<file path="src/rtl/jb_pkg.sv">
package jb_pkg;

  // Direction of write-pointer drift relative to the centre position.
  typedef enum logic [1:0] {
    DRIFT_CENTRED = 2'd0,
    DRIFT_BEHIND  = 2'd1,
    DRIFT_AHEAD   = 2'd2
  } drift_e;

  function automatic drift_e classify_drift(input logic is_zero, input logic is_neg);
    if (is_zero)     return DRIFT_CENTRED;
    else if (is_neg) return DRIFT_BEHIND;
    else             return DRIFT_AHEAD;
  endfunction

endpackage

</file>
<file path="src/rtl/jb_addr_gen.sv">
module jb_addr_gen #(
  parameter int ADDR_W     = 11,
  parameter int FRAME_LOG2 = 5,
  parameter int START_SLOT = 0,
  parameter bit LOADABLE   = 1'b0,
  localparam int SLOT_W    = ADDR_W - FRAME_LOG2
) (
  input  logic              clk,
  input  logic              rst_n,
  input  logic              stb_i,
  input  logic              load_i,
  input  logic [SLOT_W-1:0] load_slot_i,
  output logic [ADDR_W-1:0] addr_o,
  output logic [SLOT_W-1:0] slot_o,
  output logic              frame_done_o
);

  logic [ADDR_W-1:0] addr_q;
  localparam logic [ADDR_W-1:0] RESET_ADDR = {SLOT_W'(START_SLOT), FRAME_LOG2'(0)};

  // The byte index within a frame is the low part of the address, because a
  // load always lands on a slot boundary.
  assign frame_done_o = stb_i && (&addr_q[FRAME_LOG2-1:0]);
  assign addr_o       = addr_q;
  assign slot_o       = addr_q[ADDR_W-1:FRAME_LOG2];

  generate
    if (LOADABLE) begin : g_load
      always_ff @(posedge clk or negedge rst_n) begin
        if (!rst_n)      addr_q <= RESET_ADDR;
        else if (load_i) addr_q <= {load_slot_i, FRAME_LOG2'(0)};
        else if (stb_i)  addr_q <= addr_q + ADDR_W'(1);
      end
    end else begin : g_free
      logic unused_load;
      assign unused_load = load_i ^ (^load_slot_i);
      always_ff @(posedge clk or negedge rst_n) begin
        if (!rst_n)     addr_q <= RESET_ADDR;
        else if (stb_i) addr_q <= addr_q + ADDR_W'(1);
      end
    end
  endgenerate

endmodule

</file>
<file path="src/rtl/jb_offset_track.sv">
module jb_offset_track
  import jb_pkg::*;
#(
  parameter int LIMIT = 4,
  localparam int OFS_W = $clog2(LIMIT + 1) + 2
) (
  input  logic   clk,
  input  logic   rst_n,
  input  logic   wr_fd_i,
  input  logic   rd_fd_i,
  output logic   recentre_o,
  output drift_e drift_o
);

  localparam logic signed [OFS_W-1:0] LIM_P = OFS_W'(LIMIT);
  localparam logic signed [OFS_W-1:0] LIM_N = -LIM_P;
  localparam logic signed [OFS_W-1:0] ONE   = OFS_W'(1);

  logic signed [OFS_W-1:0] ofs_q, ofs_nx, ofs_new;
  logic   boundary;
  drift_e drift_q;

  assign boundary = wr_fd_i || rd_fd_i;

  always_comb begin
    ofs_nx = ofs_q;
    if (wr_fd_i && !rd_fd_i)      ofs_nx = ofs_q + ONE;
    else if (rd_fd_i && !wr_fd_i) ofs_nx = ofs_q - ONE;
  end

  assign recentre_o = boundary && ((ofs_nx >= LIM_P) || (ofs_nx <= LIM_N));
  assign ofs_new    = recentre_o ? '0 : ofs_nx;

  always_ff @(posedge clk or negedge rst_n) begin
    if (!rst_n) begin
      ofs_q   <= '0;
      drift_q <= DRIFT_CENTRED;
    end else if (boundary) begin
      ofs_q   <= ofs_new;
      drift_q <= classify_drift(ofs_new == '0, ofs_new[OFS_W-1]);
    end
  end

  assign drift_o = drift_q;

endmodule

</file>
<file path="src/rtl/jb_mute_timer.sv">
module jb_mute_timer #(
  parameter int MUTE_FRAMES = 128,
  localparam int CNT_W = $clog2(MUTE_FRAMES + 1)
) (
  input  logic clk,
  input  logic rst_n,
  input  logic recentre_i,
  input  logic rd_fd_i,
  output logic mute_o
);

  logic [CNT_W-1:0] cnt_q;

  // Reset loads a full window so output stays silent while the loop settles.
  always_ff @(posedge clk or negedge rst_n) begin
    if (!rst_n)                      cnt_q <= CNT_W'(MUTE_FRAMES);
    else if (recentre_i)             cnt_q <= CNT_W'(MUTE_FRAMES);
    else if (rd_fd_i && cnt_q != '0) cnt_q <= cnt_q - CNT_W'(1);
  end

  assign mute_o = (cnt_q != '0);

endmodule

</file>
<file path="src/rtl/jb_ctrl.sv">
module jb_ctrl
  import jb_pkg::*;
#(
  parameter int ADDR_W        = 11,
  parameter int FRAME_LOG2    = 5,
  parameter int CENTRE_FRAMES = 32,
  parameter int LIMIT         = 4,
  parameter int MUTE_FRAMES   = 128,
  parameter int DIV_W         = 10,
  parameter int DIV_NOM       = 588,
  parameter int DIV_STEP      = 1
) (
  input  logic              clk,
  input  logic              rst_n,
  input  logic              wr_stb_i,
  input  logic              rd_stb_i,
  output logic [ADDR_W-1:0] wr_addr_o,
  output logic [ADDR_W-1:0] rd_addr_o,
  output logic [DIV_W-1:0]  divisor_o,
  output logic              mute_o,
  output logic              motor_stop_o
);

  localparam int SLOT_W = ADDR_W - FRAME_LOG2;

  logic              wr_fd, rd_fd, recentre;
  logic [SLOT_W-1:0] wr_slot, rd_slot, rd_slot_nx, centre_slot;
  drift_e            drift;

  jb_addr_gen #(
    .ADDR_W(ADDR_W), .FRAME_LOG2(FRAME_LOG2), .START_SLOT(0), .LOADABLE(1'b0)
  ) u_rd (
    .clk(clk), .rst_n(rst_n), .stb_i(rd_stb_i), .load_i(1'b0),
    .load_slot_i('0), .addr_o(rd_addr_o), .slot_o(rd_slot),
    .frame_done_o(rd_fd)
  );

  // The centre target uses the read slot as it will be after this edge.
  assign rd_slot_nx  = rd_fd ? rd_slot + SLOT_W'(1) : rd_slot;
  assign centre_slot = rd_slot_nx + SLOT_W'(CENTRE_FRAMES);

  jb_addr_gen #(
    .ADDR_W(ADDR_W), .FRAME_LOG2(FRAME_LOG2), .START_SLOT(CENTRE_FRAMES),
    .LOADABLE(1'b1)
  ) u_wr (
    .clk(clk), .rst_n(rst_n), .stb_i(wr_stb_i), .load_i(recentre),
    .load_slot_i(centre_slot), .addr_o(wr_addr_o), .slot_o(wr_slot),
    .frame_done_o(wr_fd)
  );

  logic unused_slot;
  assign unused_slot = ^wr_slot;

  jb_offset_track #(.LIMIT(LIMIT)) u_ofs (
    .clk(clk), .rst_n(rst_n), .wr_fd_i(wr_fd), .rd_fd_i(rd_fd),
    .recentre_o(recentre), .drift_o(drift)
  );

  jb_mute_timer #(.MUTE_FRAMES(MUTE_FRAMES)) u_mute (
    .clk(clk), .rst_n(rst_n), .recentre_i(recentre), .rd_fd_i(rd_fd),
    .mute_o(mute_o)
  );

  always_comb begin
    unique case (drift)
      DRIFT_BEHIND: divisor_o = DIV_W'(DIV_NOM + DIV_STEP);
      DRIFT_AHEAD:  divisor_o = DIV_W'(DIV_NOM - DIV_STEP);
      default:      divisor_o = DIV_W'(DIV_NOM);
    endcase
  end

  always_ff @(posedge clk or negedge rst_n) begin
    if (!rst_n) motor_stop_o <= 1'b1;
    else        motor_stop_o <= 1'b0;
  end

endmodule

</file>
<file path="config.mk">
export PLATFORM = sky130hd
export DESIGN_NAME = jb_ctrl
export DESIGN_NICKNAME = d
export VERILOG_FILES = /design/src/rtl/jb_pkg.sv /design/src/rtl/jb_addr_gen.sv /design/src/rtl/jb_offset_track.sv /design/src/rtl/jb_mute_timer.sv /design/src/rtl/jb_ctrl.sv
export SDC_FILE = /design/constraint.sdc
export NUM_CORES = 1
export LEC_CHECK = 0
export ABC_AREA = 1
export BUFFER_PORTS_ARGS = -buffer_cell sky130_fd_sc_hd__buf_2
export CORE_ASPECT_RATIO = 0.6
export CORE_MARGIN = 4
export CORE_UTILIZATION = 35
export CTS_BUF_LIST = sky130_fd_sc_hd__clkbuf_4
export CTS_CLUSTER_DIAMETER = 200
export CTS_CLUSTER_SIZE = 16
export DETAILED_ROUTE_END_ITERATION = 8
export PLACE_DENSITY = 0.5
export SLEW_MARGIN = 20
export SYNTH_ARGS = -nofsm -noshare
export SYNTH_HDL_FRONTEND = slang
export SYNTH_SLANG_ARGS = --single-unit
</file>
<file path="constraint.sdc">
create_clock -name clk -period 3.1 [get_ports clk]
set_clock_uncertainty 0.1 [all_clocks]
set_input_delay 0.155 -clock clk [delete_from_list [all_inputs] [get_ports clk]]
set_output_delay 0.155 -clock clk [all_outputs]
set_load 0.02 [all_outputs]
</file>
==> summary.txt, run 1 <==
Worst-Margin Slew = 0.884 ns
GRT Util Overall = 13.4%
Final Slew Violations = 0
grt ovf = 0
Sw Ratio = 45.3%
Final ANT Viol Nets = 0
max_cap viols = 0
Worst Path Arrival = 2.85 ns
Slew headroom = 41.0%
FMAX = 366 MHz
ant diodes = 0
combinational share of power = 47.3%
dpl hpwl = 3.95 mm
Setup-failing EPs final = 0
largest fanout on the critical path = 17
Final Critical Period = 2.73 ns
WS Path Type = register to register
Worst setup SP type = register
DR vias/cell = 4.42
min-delay worst type = input pin to register
largest net degree at the start of global routing = 38
Pleak = 1.41 nW
die area = 0.00852 mm²
number of synthesized flops with an enable pin = 0
Synth cell types = 36
CTS Sinks = 37
H-tree depth = 2
Via Count = 1,869
YS warnings = 0
Seq pwr share = 37.7%
# IOs = 38
Initial Utilization = 36.6%
CP Capture Type = register
Layout Utilization = 40.5%
RSZ-0062 raised after global routing = no
Syn Inst Count = 302
non-filler instance count after layout = 423
Synth area leader = dfrtp_1
clk buf depth = 2
placed insts = 414
CP Data Required Time = 3.22 ns
row cnt = 23
Synth top area share = 34.4%
status = finished clean
Die Y = 73.1 µm
worst reg2reg setup slack = 0.37 ns
clk_lat worst skew = 0.35 ns
R2R depth = 16
internal power = 1.27 mW
Final period util = 88.1%
Core Box Area = 0.00676 mm²
final instance area = 0.00274 mm²
first-pass GRT wire length = 9.00 mm
TritonCTS clock tree = yes
final hold violations = 0
FFs w/ async S/R, synth = 100%
top_reg_cell synth = dfrtp_1
First DRT Iteration DRCs = 77
Fin Setup TNS = 0 ns
PortBufs = 30
Worst Setup SP = u_wr.addr_o[1]$_DFFE_PN0P_
Remaining DRCs = 0
Reg clk slew, reported paths = 0.13 ns
pwr dens = 845 mW/mm²
VDD IR max = 0.305 mV
gpl congestion = 0.825
CTS root buffer = clkbuf_4
Layout area overhead = 10.8%
final setup margin = 0.369 ns
vias in the first global route = 1,807
Die W = 117 µm
clock network power share = 15.0%
final WL = 5.23 mm
Crit Reg-Reg Endpoint = u_ofs.ofs_q[0]$_DFFE_PN0P_
Area after DPL = 0.00265 mm²
Net Sw Power = 1.05 mW
post-cts repair resize count = 0
flop and latch count out of synthesis = 37
CTS buffer count = 5
layout cells sized above 1 = 22.3%
DRT Pass-1 Iters = 4
mean routed wirelength per cell = 12.4 µm
pre-CTS setup slack = 0.390 ns
largest cells by area after synthesis = dfrtp_1, nand2_1, nand3_1
Cell Area, Synth = 0.00247 mm²
syn avg cell area = 8.19 µm²
RR Startpoint = u_wr.addr_o[1]$_DFFE_PN0P_
worst setup path endpoint = u_ofs.ofs_q[0]$_DFFE_PN0P_
Net count, final = 349
initial antenna violation count = 0
sequential area share after synthesis = 37.6%
==> area by class of cell <==
class	instances	area, µm²
Fill cell	714	4020
Inverter	38	153
Multi-Input combinational cell	222	1310
Clock buffer	6	45.0
Sequential cell	37	930
Clock inverter	2	33.8
Tap cell	87	109
Timing Repair Buffer	31	160
==> placed cells by master, fill, tap and decap left out, types with 3 or more instances in the layout <==
master / instances
dfrtp_1: 34
ha_1: 10
xnor2_1: 5
or2_2: 3
o21ai_0: 5
dfstp_2: 3
nand2_1: 67
inv_1: 35
nand3_1: 37
conb_1: 8
nor2_2: 4
nand2_2: 5
buf_2: 30
nand2_4: 4
nor2_1: 25
nor2_4: 12
xor2_1: 18
a21oi_1: 4
nor3_1: 5
clkbuf_4: 6
==> synthesized netlist by cell type (2+ instances only) <==
| master | n |
|---|---|
| nand2_1 | 67 |
| nand3_1 | 37 |
| inv_1 | 35 |
| dfrtp_1 | 34 |
| nor2_1 | 25 |
| xor2_1 | 18 |
| nor2_4 | 12 |
| ha_1 | 10 |
| buf_4 | 7 |
| nand2_2 | 5 |
| nor3_1 | 5 |
| o21ai_0 | 5 |
| xnor2_1 | 5 |
| a21oi_1 | 4 |
| nand2_4 | 4 |
| nor2_2 | 4 |
| dfstp_2 | 3 |
| or2_2 | 3 |
| conb_1 | 2 |
==> sequential cells by signal (all words and copies together) (netlist names) <==
signal	flops
motor_stop_o	1
u_ofs.ofs_q	5
u_wr.addr_o	11
u_rd.addr_o	11
u_ofs.drift_o	1
u_mute.cnt_q	8
==> per-layer routing <==
metal / track usage (%) / part of all wire [%] / vias to the layer above
li1: - / - / 994
met1: 21.8 / 57 / 835
met2: 17.3 / 38 / 35
met3: 3.65 / 5.0 / 5
met4: 2.67 / 0.73 / 0
met5: 0 / 0 / -
==> worst min path at each step <==
| stage | slack, ns | from | cells past startpoint | end |
|---|---|---|---|---|
| 5_1_grt | 0.06 | rd_stb_i | 3 | u_rd.addr_o[1]$_DFFE_PN0P_ |
| 3_3_place_gp | 0.23 | rst_n | 1 | u_rd.addr_o[8]$_DFFE_PN0P_ |
| 6_report | 0.05 | rd_stb_i | 3 | u_rd.addr_o[1]$_DFFE_PN0P_ |
| 4_1_cts | 0.05 | rd_stb_i | 3 | u_rd.addr_o[1]$_DFFE_PN0P_ |
| 3_5_place_dp | 0.23 | rst_n | 1 | u_rd.addr_o[8]$_DFFE_PN0P_ |
| 2_1_floorplan | -0.24 | rst_n | 0 | u_mute.cnt_q[0]$_DFFE_PN0P_ |
==> metrics by stage <==
step	hold WS, ns	power (mW)
final	0.0539	2.32
after global routing	0.0629	2.53
after CTS	0.0478	2.34
after detailed placement	0.226	1.98
after global placement	0.231	2.00
after floorplan	-0.241	1.69
==> repair_timing <==
item	CTS	global route
hold buffers	1	0
buffers inserted	0	0
endpoints found under the hold margin	34	0
==> critical path, stage by stage (launching register included) <==
cell and delay (ns):
dfrtp_1 0.45, ha_1 0.21, nand3_1 0.10, inv_1 0.05, ha_1 0.20, nand2_4 0.15
inv_2 0.08, nor2_4 0.11, nand2_1 0.09, nand3_1 0.09, nand2_2 0.09, nand2_1 0.08
nor2_2 0.05, nor2_4 0.16, nand2_4 0.16, inv_4 0.31, nor2_1 0.10
==> power by group through the flow <==
stage                     Clock, mW  Combinational (mW)  Sequential, mW
after floorplan                   0               0.702           0.983
after global placement            0                1.11           0.887
after detailed placement          0                1.10           0.885
after CTS                     0.359                1.11           0.875
after global routing          0.382                1.24           0.906
final                         0.349                1.10           0.873
==> cells by family after synthesis <==
logic type               synth area share [%]
flip-flops                               37.6
other                                   0.304
AND/OR/NAND/NOR                          35.9
XOR/XNOR                                 8.14
buffers and inverters                    10.3
AO/OA/AOI/OAI                            2.68
adder cells (fa/ha/maj)                  5.06
Note: power is estimated with default switching activity, not from simulation.
==> run 2, diff against run 1 <==
Settings changed: SETUP_SLACK_MARGIN set to 0.1.
Clock period 3.1 ns to 3.4 ns, I/O delays scaled along.
==> run 2 against run 1 <==
Against the previous run:
- critical path depth increased by 1
- global-route usage decreased by 0.25 points
- count of clock-buffer cells in the layout increased by 1
- non-clock buffer count unchanged
- sequential share of layout area increased by 0.28 points
- final cell count unchanged
- setup slack improved by 0.32 ns
- critical endpoint is now u_wr.addr_o[8]$_DFFE_PN0P_
==> summary.txt, run 2 (same netlist as run 1, synthesis figures left out) <==
GRT Util Overall = 13.2% (-0.25 points)
# IOs = 38 (unchanged)
grt ovf = 0 (unchanged)
worst reg2reg setup slack = 0.69 ns (+0.32 ns)
Net Sw Power = 0.948 mW (-9.6%)
FMAX = 368 MHz (+0.61%)
Remaining DRCs = 0 (unchanged)
VDD IR max = 0.272 mV (-11%)
PortBufs = 30 (unchanged)
TritonCTS clock tree = yes
vias in the first global route = 1,797 (-0.55%)
Fin Setup TNS = 0 ns (unchanged)
mean routed wirelength per cell = 12.0 µm (-2.9%)
DR vias/cell = 4.47 (+1.2%)
hold depth = 3 (unchanged)
DRT Pass-1 Iters = 4 (unchanged)
Slew headroom = 42.1% (+1.0 points)
number of setup buffers added after CTS = 0 (unchanged)
Worst Path Arrival = 2.89 ns (+0.04 ns)
internal power = 1.09 mW (-14%)
Final Slew Violations = 0 (unchanged)
Die Y = 73.1 µm (unchanged)
Worst setup SP type = register
Initial Utilization = 36.6% (unchanged)
status = finished clean
Worst Hold Launch = rd_stb_i
CP Capture Type = register
Area after DPL = 0.00265 mm² (unchanged)
largest fanout on the critical path = 17 (unchanged)
H-tree depth = 2 (unchanged)
Final Critical Period = 2.71 ns (-0.0165 ns)
largest net degree at the start of global routing = 38 (unchanged)
Die W = 117 µm (unchanged)
ant diodes = 0 (unchanged)
pre-CTS setup slack = 0.705 ns (+0.315 ns)
WHS Endpoint = u_rd.addr_o[1]$_DFFE_PN0P_
Worst-Margin Slew = 0.869 ns (-0.0156 ns)
Net count, final = 349 (unchanged)
gpl congestion = 0.870 (+5.5%)
Layout Utilization = 40.2% (-0.33 points)
layout cells sized above 1 = 22.3% (unchanged)
CTS root buffer = clkbuf_4
R2R depth = 17 (+1)
Via Count = 1,892 (+1.2%)
final setup margin = 0.685 ns (+0.316 ns)
final instance area = 0.00272 mm² (-0.82%)
most common cell after layout, fill and taps aside = nand2_1
Final period util = 79.8% (-8.3 points)
pwr dens = 750 mW/mm² (-11%)
row cnt = 23 (unchanged)
Final ANT Viol Nets = 0 (unchanged)
CTS buffer count = 5 (unchanged)
Reg clk slew, reported paths = 0.12 ns (about the same)
WS Path Type = register to register
CTS Sinks = 37 (unchanged)
min-delay worst type = input pin to register
Setup-failing EPs final = 0 (unchanged)
Layout area overhead = 9.91%
clock network power share = 12.3% (-2.7 points)
Fillers = 680 (-4.8%)
clk buf depth = 2 (unchanged)
Pleak = 1.40 nW (-0.68%)
RSZ-0062 raised after global routing = no
most frequent cells in the layout = nand2_1, nand3_1, inv_1, dfrtp_1, buf_2
final hold violations = 0 (unchanged)
final WL = 5.08 mm (-2.9%)
RR Startpoint = u_rd.addr_o[0]$_DFFE_PN0P_
Crit Reg-Reg Endpoint = u_wr.addr_o[8]$_DFFE_PN0P_
dpl hpwl = 3.86 mm (-2.3%)
Sw Ratio = 46.5% (+1.2 points)
non-filler instance count after layout = 423 (unchanged)
clk_lat worst skew = 0.35 ns (about the same)
combinational share of power = 48.7% (+1.4 points)
placed insts = 414 (unchanged)
max_cap viols = 0 (unchanged)
first-pass GRT wire length = 8.82 mm (-2.1%)
Core Box Area = 0.00676 mm² (unchanged)
Seq pwr share = 39.0% (+1.3 points)
die area = 0.00852 mm² (unchanged)
CP Data Required Time = 3.58 ns (+0.36 ns)
First DRT Iteration DRCs = 120 (+56%)
initial antenna violation count = 0 (unchanged)
## run 2: changes by cell type in the layout (fill, tap and decap cells not counted), sizes merged
cell    previous run  this run
bufinv             1         0
clkbuf             6         7
## run 2: per-stage QoR
step,power (mW),hold WS (ns)
floorplan,1.54,-0.226
global placement,1.82,0.245
detailed placement,1.80,0.254
CTS,2.06,0.0653
global route,2.23,0.0587
finish,2.04,0.0737
## run 2: layout make-up
| type | count | area, µm² | share of cell area, % |
|---|---|---|---|
| Clock inverter | 1 | 3.75 | 0.138 |
| Timing Repair Buffer | 31 | 160 | 5.89 |
| Clock buffer | 7 | 52.6 | 1.93 |
| Sequential cell | 37 | 930 | 34.2 |
| Tap cell | 87 | 109 | 4.00 |
| Multi-Input combinational cell | 222 | 1310 | 48.2 |
| Inverter | 38 | 153 | 5.61 |
## run 2: power by group through the flow
stage               sequential [mW]  clock, mW  combinational [mW]
floorplan                     0.897          0               0.640
global placement              0.812          0                1.01
detailed placement            0.804          0               0.999
CTS                           0.797      0.260                1.01
global route                  0.822      0.283                1.13
finish                        0.795      0.250               0.994
## run 2: worst max-delay path by stage
stage | from | to | slack [ns] | cells past startpoint
after global routing | u_wr.addr_o[0]$_DFFE_PN0P_ | u_wr.addr_o[8]$_DFFE_PN0P_ | 0.47 | 17
after detailed placement | u_wr.addr_o[0]$_DFFE_PN0P_ | u_wr.addr_o[8]$_DFFE_PN0P_ | 0.70 | 17
after CTS | u_wr.addr_o[0]$_DFFE_PN0P_ | u_ofs.ofs_q[0]$_DFFE_PN0P_ | 0.68 | 16
after global placement | u_wr.addr_o[0]$_DFFE_PN0P_ | u_ofs.ofs_q[0]$_DFFE_PN0P_ | 0.74 | 16
after floorplan | u_wr.addr_o[0]$_DFFE_PN0P_ | u_wr.addr_o[6]$_DFFE_PN0P_ | 0.97 | 17
final | u_rd.addr_o[0]$_DFFE_PN0P_ | u_wr.addr_o[8]$_DFFE_PN0P_ | 0.69 | 17
## run 2: critical path, stage by stage, from the launching register on
cell	delay (ns)
dfrtp_1	0.43
ha_1	0.22
nand3_1	0.11
inv_1	0.05
ha_1	0.23
nand2_8	0.14
inv_8	0.06
nor2_8	0.11
nand2_2	0.06
nand3_1	0.09
nand2_2	0.08
nand2_1	0.08
nor2_2	0.05
nor2_4	0.16
nand2_4	0.16
inv_4	0.31
nand2_1	0.09
nand3_1	0.09
## run 2: per-layer routing
layer  wire length (µm)  track usage [%]  vias to the layer above
li1                   -                -                      994
met1               2900             21.3                      849
met2               1860             16.7                       45
met3                274             3.81                        4
met4                 38             3.05                        0
met5                  0                0                        -
## run 2: timing repair
| item | 4_1_cts | 5_1_grt |
|---|---|---|
| hold endpoints to repair | 34 | 0 |
| hold buffers | 1 | 0 |
| gates resized for setup | 0 | 0 |
